<file path="src/rtl/nvm_sg_pkg.sv">
package nvm_sg_pkg;

    localparam int STAT_W   = 8;
    localparam int BIT_WIP  = 0;
    localparam int BIT_WEL  = 1;
    localparam int BIT_BP0  = 2;
    localparam int BIT_WPEN = 7;

    typedef struct packed {
        logic       wel;
        logic       wip;
        logic [1:0] bp;
        logic       wpen;
        logic       pend_sr;
        logic [1:0] pend_bp;
        logic       pend_wpen;
        logic       arr_go;
        logic       sr_go;
    } sg_state_t;

    localparam sg_state_t SG_RESET = '0;

endpackage

</file>
<file path="src/rtl/nvm_sg_range.sv">
module nvm_sg_range #(
    parameter int ADDR_W = 8
) (
    input  logic [1:0]        bp_i,
    input  logic [ADDR_W-1:0] addr_i,
    output logic              hit_o
);
    localparam int SHIFT = ADDR_W - 2;

    logic [1:0]        quarter_first;
    logic [ADDR_W-1:0] boundary;

    always_comb begin
        unique case (bp_i)
            2'b01:   quarter_first = 2'd3;
            2'b10:   quarter_first = 2'd2;
            default: quarter_first = 2'd0;
        endcase
        boundary = ADDR_W'(quarter_first) << SHIFT;
        hit_o    = (bp_i != 2'b00) && (addr_i >= boundary);
    end
endmodule

</file>
<file path="src/rtl/nvm_sg_policy.sv">
module nvm_sg_policy #(
    parameter bit SMALL_SCHEME = 1'b0
) (
    input  logic wel_i,
    input  logic wpen_i,
    input  logic wp_ni,
    input  logic prot_hit_i,
    output logic write_ok_o,
    output logic sr_ok_o,
    output logic wel_kill_o
);
    generate
        if (SMALL_SCHEME) begin : g_small
            logic unused_wpen;
            assign unused_wpen = wpen_i;
            assign wel_kill_o  = !wp_ni;
            assign write_ok_o  = wel_i && wp_ni && !prot_hit_i;
            assign sr_ok_o     = wel_i && wp_ni;
        end else begin : g_large
            assign wel_kill_o  = 1'b0;
            assign write_ok_o  = wel_i && !prot_hit_i;
            assign sr_ok_o     = wel_i && !(wpen_i && !wp_ni);
        end
    endgenerate
endmodule

</file>
<file path="src/rtl/nvm_status_guard.sv">
module nvm_status_guard
    import nvm_sg_pkg::*;
#(
    parameter int ADDR_W       = 8,
    parameter bit SMALL_SCHEME = 1'b0
) (
    input  logic              clk_i,
    input  logic              rst_ni,
    input  logic              wp_ni,
    input  logic              ev_wren_i,
    input  logic              ev_wrdi_i,
    input  logic              ev_wrsr_i,
    input  logic [1:0]        wrsr_bp_i,
    input  logic              wrsr_wpen_i,
    input  logic              ev_write_i,
    input  logic [ADDR_W-1:0] wr_addr_i,
    input  logic              cycle_done_i,
    output logic [7:0]        status_o,
    output logic              arr_go_o,
    output logic              sr_go_o
);
    sg_state_t st_d, st_q;
    logic      prot_hit, write_ok, sr_ok, wel_kill;

    nvm_sg_range #(.ADDR_W(ADDR_W)) range_i (
        .bp_i   (st_q.bp),
        .addr_i (wr_addr_i),
        .hit_o  (prot_hit)
    );

    nvm_sg_policy #(.SMALL_SCHEME(SMALL_SCHEME)) policy_i (
        .wel_i      (st_q.wel),
        .wpen_i     (st_q.wpen),
        .wp_ni      (wp_ni),
        .prot_hit_i (prot_hit),
        .write_ok_o (write_ok),
        .sr_ok_o    (sr_ok),
        .wel_kill_o (wel_kill)
    );

    always_comb begin
        st_d        = st_q;
        st_d.arr_go = 1'b0;
        st_d.sr_go  = 1'b0;
        if (st_q.wip) begin
            if (cycle_done_i) begin
                st_d.wip = 1'b0;
                st_d.wel = 1'b0;
                if (st_q.pend_sr) begin
                    st_d.bp   = st_q.pend_bp;
                    st_d.wpen = SMALL_SCHEME ? 1'b0 : st_q.pend_wpen;
                end
            end
        end else if (ev_wrsr_i) begin
            if (sr_ok) begin
                st_d.wip       = 1'b1;
                st_d.pend_sr   = 1'b1;
                st_d.pend_bp   = wrsr_bp_i;
                st_d.pend_wpen = wrsr_wpen_i;
                st_d.sr_go     = 1'b1;
            end
        end else if (ev_write_i) begin
            if (write_ok) begin
                st_d.wip     = 1'b1;
                st_d.pend_sr = 1'b0;
                st_d.arr_go  = 1'b1;
            end
        end else if (ev_wrdi_i) begin
            st_d.wel = 1'b0;
        end else if (ev_wren_i) begin
            st_d.wel = 1'b1;
        end
        if (wel_kill) begin
            st_d.wel = 1'b0;
        end
    end

    always_ff @(posedge clk_i or negedge rst_ni) begin
        if (!rst_ni) begin
            st_q <= SG_RESET;
        end else begin
            st_q <= st_d;
        end
    end

    always_comb begin
        status_o                    = '0;
        status_o[BIT_WIP]           = st_q.wip;
        status_o[BIT_WEL]           = st_q.wel;
        status_o[BIT_BP0+1:BIT_BP0] = st_q.bp;
        status_o[BIT_WPEN]          = st_q.wpen;
    end

    assign arr_go_o = st_q.arr_go;
    assign sr_go_o  = st_q.sr_go;
endmodule

</file>
<file path="config.mk">
export PLATFORM = sky130hd
export DESIGN_NAME = nvm_status_guard
export DESIGN_NICKNAME = d
export VERILOG_FILES = /design/src/rtl/nvm_sg_pkg.sv /design/src/rtl/nvm_sg_range.sv /design/src/rtl/nvm_sg_policy.sv /design/src/rtl/nvm_status_guard.sv
export SDC_FILE = /design/constraint.sdc
export NUM_CORES = 1
export LEC_CHECK = 0
export BUFFER_PORTS_ARGS = -buffer_cell sky130_fd_sc_hd__buf_2
export CELL_PAD_IN_SITES_DETAIL_PLACEMENT = 0
export CELL_PAD_IN_SITES_GLOBAL_PLACEMENT = 1
export CORE_AREA = 5 5 49 51
export DETAILED_ROUTE_END_ITERATION = 12
export DIE_AREA = 0 0 54 56
export PLACE_DENSITY_LB_ADDON = 0.05
export SLEW_MARGIN = 20
export SYNTH_ARGS = -nofsm -noshare
export SYNTH_HDL_FRONTEND = slang
export SYNTH_SLANG_ARGS = --single-unit
</file>
<file path="constraint.sdc">
create_clock -name clk_i -period 2.97 [get_ports clk_i]
set_input_delay 0.594 -clock clk_i [delete_from_list [all_inputs] [get_ports clk_i]]
set_output_delay 0.594 -clock clk_i [all_outputs]
set_load 0.1 [all_outputs]
</file>
==> flow_summary.yaml, run 1 <==
logic_synthesis:
  synth-adder-area-share_pct: 8.05
  synthCells: 56
  synth_commonest_cells: "11 x dfrtp_1, 8 x buf_4, 7 x inv_1"
  synth_area_um2: 622
  muxShareOfSynthArea_pct: 10.9
  synth-compound-area-share_pct: 12.1
  synth_xor_area_share_pct: 0
  synthSimpleGateAreaFrac_pct: 10.3
  synth_flop_cell: "dfrtp_1"
  syn_avg_cell_area_um2: 11.1
  ys_ff_latch: 11
  yosys.area.top_type: "dfrtp_1"
  synth_top_area_share_pct: 44.3
  yosys_warnings: 0
  synth_area_leaders: "dfrtp_1 44%, mux2_2 11%, buf_4 9.7%"
  synth-edff-count: 0
  synth_most_common_cell: "dfrtp_1"
  synth_async_sr_flop_share_pct: 100
  ys_seq_area_share_pct: 44.3
  synth_top_family_by_area: "buffers and inverters"
  ys_types: 20
global_route:
  grt_pass1_wl_um: 1860
  grt_usage_pct: 8.53
  grt_overflow_total: 0
  grt_max_degree: 12
  grt_pass1_vias: 416
  antenna_found_initial: 0
worst_setup_path:
  cp.required_ns: 2.38
  slowest_delay_ns: 0.47
  cp.arrival_ns: 1.19
  worstPathMaxFanout: 8
  critical-path-top-delay-family: "buffers and inverters"
  path_buf_inv: 1
  crit_path_end_kind: "output port"
  slowest_stage: "buf_2"
  path_class: "reg2out"
  crit_chain: "buf_2"
  cp-start-kind: "flop"
  startpoint: "status_o[0]"
  r2r-start: "status_o[2]"
flow_run:
  maxCapViolations: 0
die:
  die_y_um: 56
  rows: 16
  die_x_um: 54
  coreArea_um2: 1900
  io_pins: 29
  start_util_pct: 32.7
  die_area_um2: 3020
timing:
  rsz0062_at_grt: "false"
  fin_tns_setup_ns: 0
  final_hold_viol_count: 0
  slew_violations: 0
  fin_hold_ws_ns: 0.179
  skew_ns: 0.00458
  period_needed_ns: 1.79
  max_freq_mhz: 559
  fin_crit_sh_pct: 60.2
  setup_viol: 0
route:
  vias: 461
  drt-initial-drc-count: 7
  avgRoutedWirePerCell_um: 10.7
  highest_layer: "met4"
  met3_wirelength_um: 161
  viasPerCell: 4.35
  drt-met1-wl_um: 442
  ant_nets: 0
  wirelength_um: 1130
  dr_wl_met2_um: 517
  dr.pass1.iters: 4
  drc: 0
finish:
  drive_gt1_share_pct: 49.4
  fin_nets: 103
  diodes: 0
  area_delta_synth_final_pct: 21.5
  design_area_um2: 756
  fillers: 210
pwr:
  intPower_mw: 0.401
  p_sw_share_pct: 55.9
  comb_power_share_pct: 59.8
  power.density_nw_per_um2: 1200
  ir_worst_vdd_mv: 0.503
  clockPowerShare_pct: 11.2
  seq_power_share_pct: 29.0
  power_switching_mw: 0.509
  leakage_nw: 0.400
cts:
  clk_pin_slew_worst_paths_ns: 0.07
  h-tree-depth: 1
  cts_setup_buffers: 0
  clk_latency_ns: 0.27
  cts_buffer_depth: 2
  cts_buffers: 3
  cts_root_buf: "clkbuf_4"
  holdBufCountCts: 0
  cts_tree: "built"
  cts_resized: 0
  clock_sink_count: 11
run_status:
  status: "finished clean"
placed_design:
  dpl_cell_area_um2: 728
  globalplace.congestion: 0.687
  dp.final_hpwl_um: 924
  port_buffers: 25
worst_hold_path:
  hold_class: "in2async"
[final timing paths]
kind | endpoint | slack [ns] | cells after the start
max in group asynchronous | status_o[7] | 2.59 | 1
max reg2reg | st_q[5] | 1.36 | 7
max | status_o[0] | 1.18 | 1
min reg2reg | st_q[3] | 0.51 | 1
min in group clk_i | st_q[3] | 0.51 | 1
min | st_q[5] | 0.18 | 1
[power by group through the flow]
stage / combinational [mW] / sequential, mW / clock (mW)
floorplan: 0.481 / 0.300 / 0
global placement: 0.553 / 0.269 / 0
detailed placement: 0.551 / 0.270 / 0
CTS: 0.552 / 0.267 / 0.107
global route: 0.585 / 0.276 / 0.117
finish: 0.545 / 0.264 / 0.102
[registers in the layout, summed over array words and instances (netlist names)]
register and cells:
arr_go_o 1, sr_go_o 1, st_q 4, status_o 5
[per-stage QoR]
step	setup WS (ns)	power (mW)	std cells	utilization (%)
after floorplan	1.45	0.780	58	-
after global placement	1.35	0.823	102	38.3
after detailed placement	1.35	0.821	102	38.3
after CTS	1.16	0.925	106	39.7
after global routing	1.09	0.978	106	39.7
final	1.18	0.911	106	39.7
[layer usage]
layer,vias to the layer above,GRT usage (%)
li1,225,-
met1,212,9.88
met2,22,13.1
met3,2,5.09
met4,0,2.14
met5,-,0
[layout make-up]
type | count | area (um^2) | area share (%)
Timing Repair Buffer | 25 | 125 | 16.6
Clock inverter | 1 | 5.00 | 0.662
Inverter | 7 | 26.3 | 3.48
Clock buffer | 3 | 22.5 | 2.98
Tap cell | 27 | 33.8 | 4.47
Multi-Input combinational cell | 32 | 268 | 35.4
Sequential cell | 11 | 275 | 36.4
[cells in the final DEF, fill, tap and decap left out, types with 3 or more instances in the layout]
| master | synthesis | layout |
|---|---|---|
| buf_2 | 0 | 25 |
| dfrtp_1 | 11 | 11 |
| inv_1 | 7 | 7 |
| mux2_2 | 6 | 6 |
| a21oi_1 | 4 | 4 |
| ha_1 | 4 | 4 |
| nor2_1 | 3 | 3 |
| conb_1 | 1 | 3 |
| clkbuf_4 | 0 | 3 |
[cell families (layout without fill, tap and decap cells)]
family	count (synthesis)	after routing
muxes	6	6
and+or+nand+nor	9	9
AOI/OAI and AO/OA	10	10
adders and majority gates	4	4
buffers and inverters	15	36
other	1	3
DFF	11	11
(Power assumes the default switching activity.)
==> inputs of run 2 (changes only) <==
--- a/config.mk
+++ b/config.mk
@@ -8,9 +8,9 @@
 export BUFFER_PORTS_ARGS = -buffer_cell sky130_fd_sc_hd__buf_2
 export CELL_PAD_IN_SITES_DETAIL_PLACEMENT = 0
 export CELL_PAD_IN_SITES_GLOBAL_PLACEMENT = 1
-export CORE_AREA = 5 5 49 51
+export CORE_AREA = 5 5 51 53
 export DETAILED_ROUTE_END_ITERATION = 12
-export DIE_AREA = 0 0 54 56
+export DIE_AREA = 0 0 56 58
 export PLACE_DENSITY_LB_ADDON = 0.05
 export SLEW_MARGIN = 20
 export SYNTH_ARGS = -nofsm -noshare
==> constraint.sdc (replaced) <==
create_clock -name clk_i -period 1.9 [get_ports clk_i]
set_input_delay 0.38 -clock clk_i [delete_from_list [all_inputs] [get_ports clk_i]]
set_output_delay 0.38 -clock clk_i [all_outputs]
set_load 0.1 [all_outputs]
==> run 2 against run 1 <==
Effect of this change: clock skew rose by 0.0029 ns; global-route usage fell by 0.61 points; largest cell class unchanged; count of clock-buffer cells in the layout is the same; critical path depth rose by 6; largest power group unchanged.
==> flow_summary.yaml, run 2 (synthesis results as in run 1) <==
run_status:
  status: "finished clean"
cts:
  clk_latency_ns: 0.27
  cts_buffer_depth: 2
  cts_setup_buffers: 0
  cts_buffers: 3
  h-tree-depth: 1
  cts_root_buf: "clkbuf_4"
  cts_tree: "built"
  clock_sink_count: 11
  clk_pin_slew_worst_paths_ns: 0.08
die:
  start_util_pct: 29.5
  die_x_um: 56
  die_y_um: 58
  rows: 17
  die_area_um2: 3250
  coreArea_um2: 2110
  io_pins: 29
global_route:
  grt_max_degree: 12
  grt_usage_pct: 7.93
  gr-usage-met1_pct: 9.07
  grtUsageMet3_pct: 5.12
  grt_use_met2_pct: 12.4
  grt_pass1_wl_um: 1980
  grt_pass1_vias: 459
  antenna_found_initial: 0
  grt_overflow_total: 0
  busiest_layer: "met2"
placed_design:
  port_buffers: 25
  dp.final_hpwl_um: 985
  dpl_worst_slack_ns: 0.304
  globalplace.congestion: 0.703
  dp_cells: 103
timing:
  fin_crit_sh_pct: 84.2
  setup_slack_ns: 0.300
  max_freq_mhz: 625
  final_hold_viol_count: 0
  fin_hold_ws_ns: 0.343
  skew_ns: 0.00747
  rsz0062_at_grt: "false"
  period_needed_ns: 1.60
  fin_tns_setup_ns: 0
  setup_viol: 0
  slew_violations: 0
worst_setup_path:
  ff2ff_path_depth: 7
  crit_path_end_kind: "flop"
  reg2reg_slack_ns: 0.30
  cp.arrival_ns: 1.76
  crit_end: "st_q[5]"
  startpoint: "status_o[2]"
  worstPathMaxFanout: 4
  timing.rr.end: "st_q[5]"
  r2r-start: "status_o[2]"
  cp-start-kind: "flop"
  cp.required_ns: 2.06
  path_class: "reg2reg"
route:
  dr.pass1.iters: 4
  drt-initial-drc-count: 8
  ant_nets: 0
  drc: 0
  viasPerCell: 4.29
  avgRoutedWirePerCell_um: 11.0
  vias: 463
  wirelength_um: 1190
pwr:
  ir_worst_vdd_mv: 0.767
  power.density_nw_per_um2: 1870
  leakage_nw: 0.404
finish:
  final_cell_count_no_fill: 108
  area_delta_synth_final_pct: 23.3
  layout_common_cells: "25 x buf_2, 11 x dfrtp_1, 7 x inv_1"
  fin_nets: 104
  diodes: 0
  largest_reg_flops: 5
  final_common_cell: "buf_2"
  drive_gt1_share_pct: 48.8
flow_run:
  maxCapViolations: 0
worst_hold_path:
  hold_class: "in2reg"
## run 2: worst min-delay path by stage
stage                            start        to  slack, ns  cells after the start
final                     wrsr_bp_i[1]   st_q[4]       0.34                      2
after global routing      wrsr_bp_i[1]   st_q[4]       0.32                      2
after CTS                 wrsr_bp_i[0]   st_q[3]       0.33                      2
after detailed placement        rst_ni   st_q[2]       0.27                      1
after global placement          rst_ni   st_q[2]       0.27                      1
after floorplan                 rst_ni  arr_go_o       0.08                      0
## run 2: what timing repair did
| action | in CTS | in global routing |
|---|---|---|
| endpoints found under the setup margin | 0 | 0 |
| endpoints found under the hold margin | 11 | 0 |
| hold buffers | 1 | 0 |
| gates resized for setup | 0 | 0 |
## run 2: area by class of cell
class                   count  area [um^2]
clock buffers               3         22.5
inverters                   7         26.3
fillers                   236         1340
flip-flops and latches     11          275
well taps                  28         35.0
clock inverters             1         5.00
multi-input cells          32          268
repair buffers             26          135
## run 2: metal layers
metal / share of wire, % / up-vias
met5: 0 / -
met3: 9.3 / 0
li1: - / 225
met1: 42 / 221
met4: 0 / 0
met2: 48 / 17
## run 2: per-stage QoR
step                      utilization, %  cell area (um^2)  power [mW]
after global placement              34.6               729        1.29
after floorplan                        -               629        1.22
after CTS                           36.4               767        1.46
after detailed placement            34.6               729        1.29
final                               36.4               767        1.43
after global routing                36.4               767        1.53
## run 2: worst max-delay path: stages (launching register included)
cell and delay, ns:
dfrtp_1 0.39, inv_1 0.05, ha_1 0.27, inv_1 0.04, ha_1 0.28, a21oi_1 0.17
a21oi_2 0.09, a21bo_2 0.21
## run 2: where the power goes
part | internal [mW] | switching [mW]
Clock | 0.0778 | 0.0788
Sequential | 0.332 | 0.0859
Combinational | 0.220 | 0.636
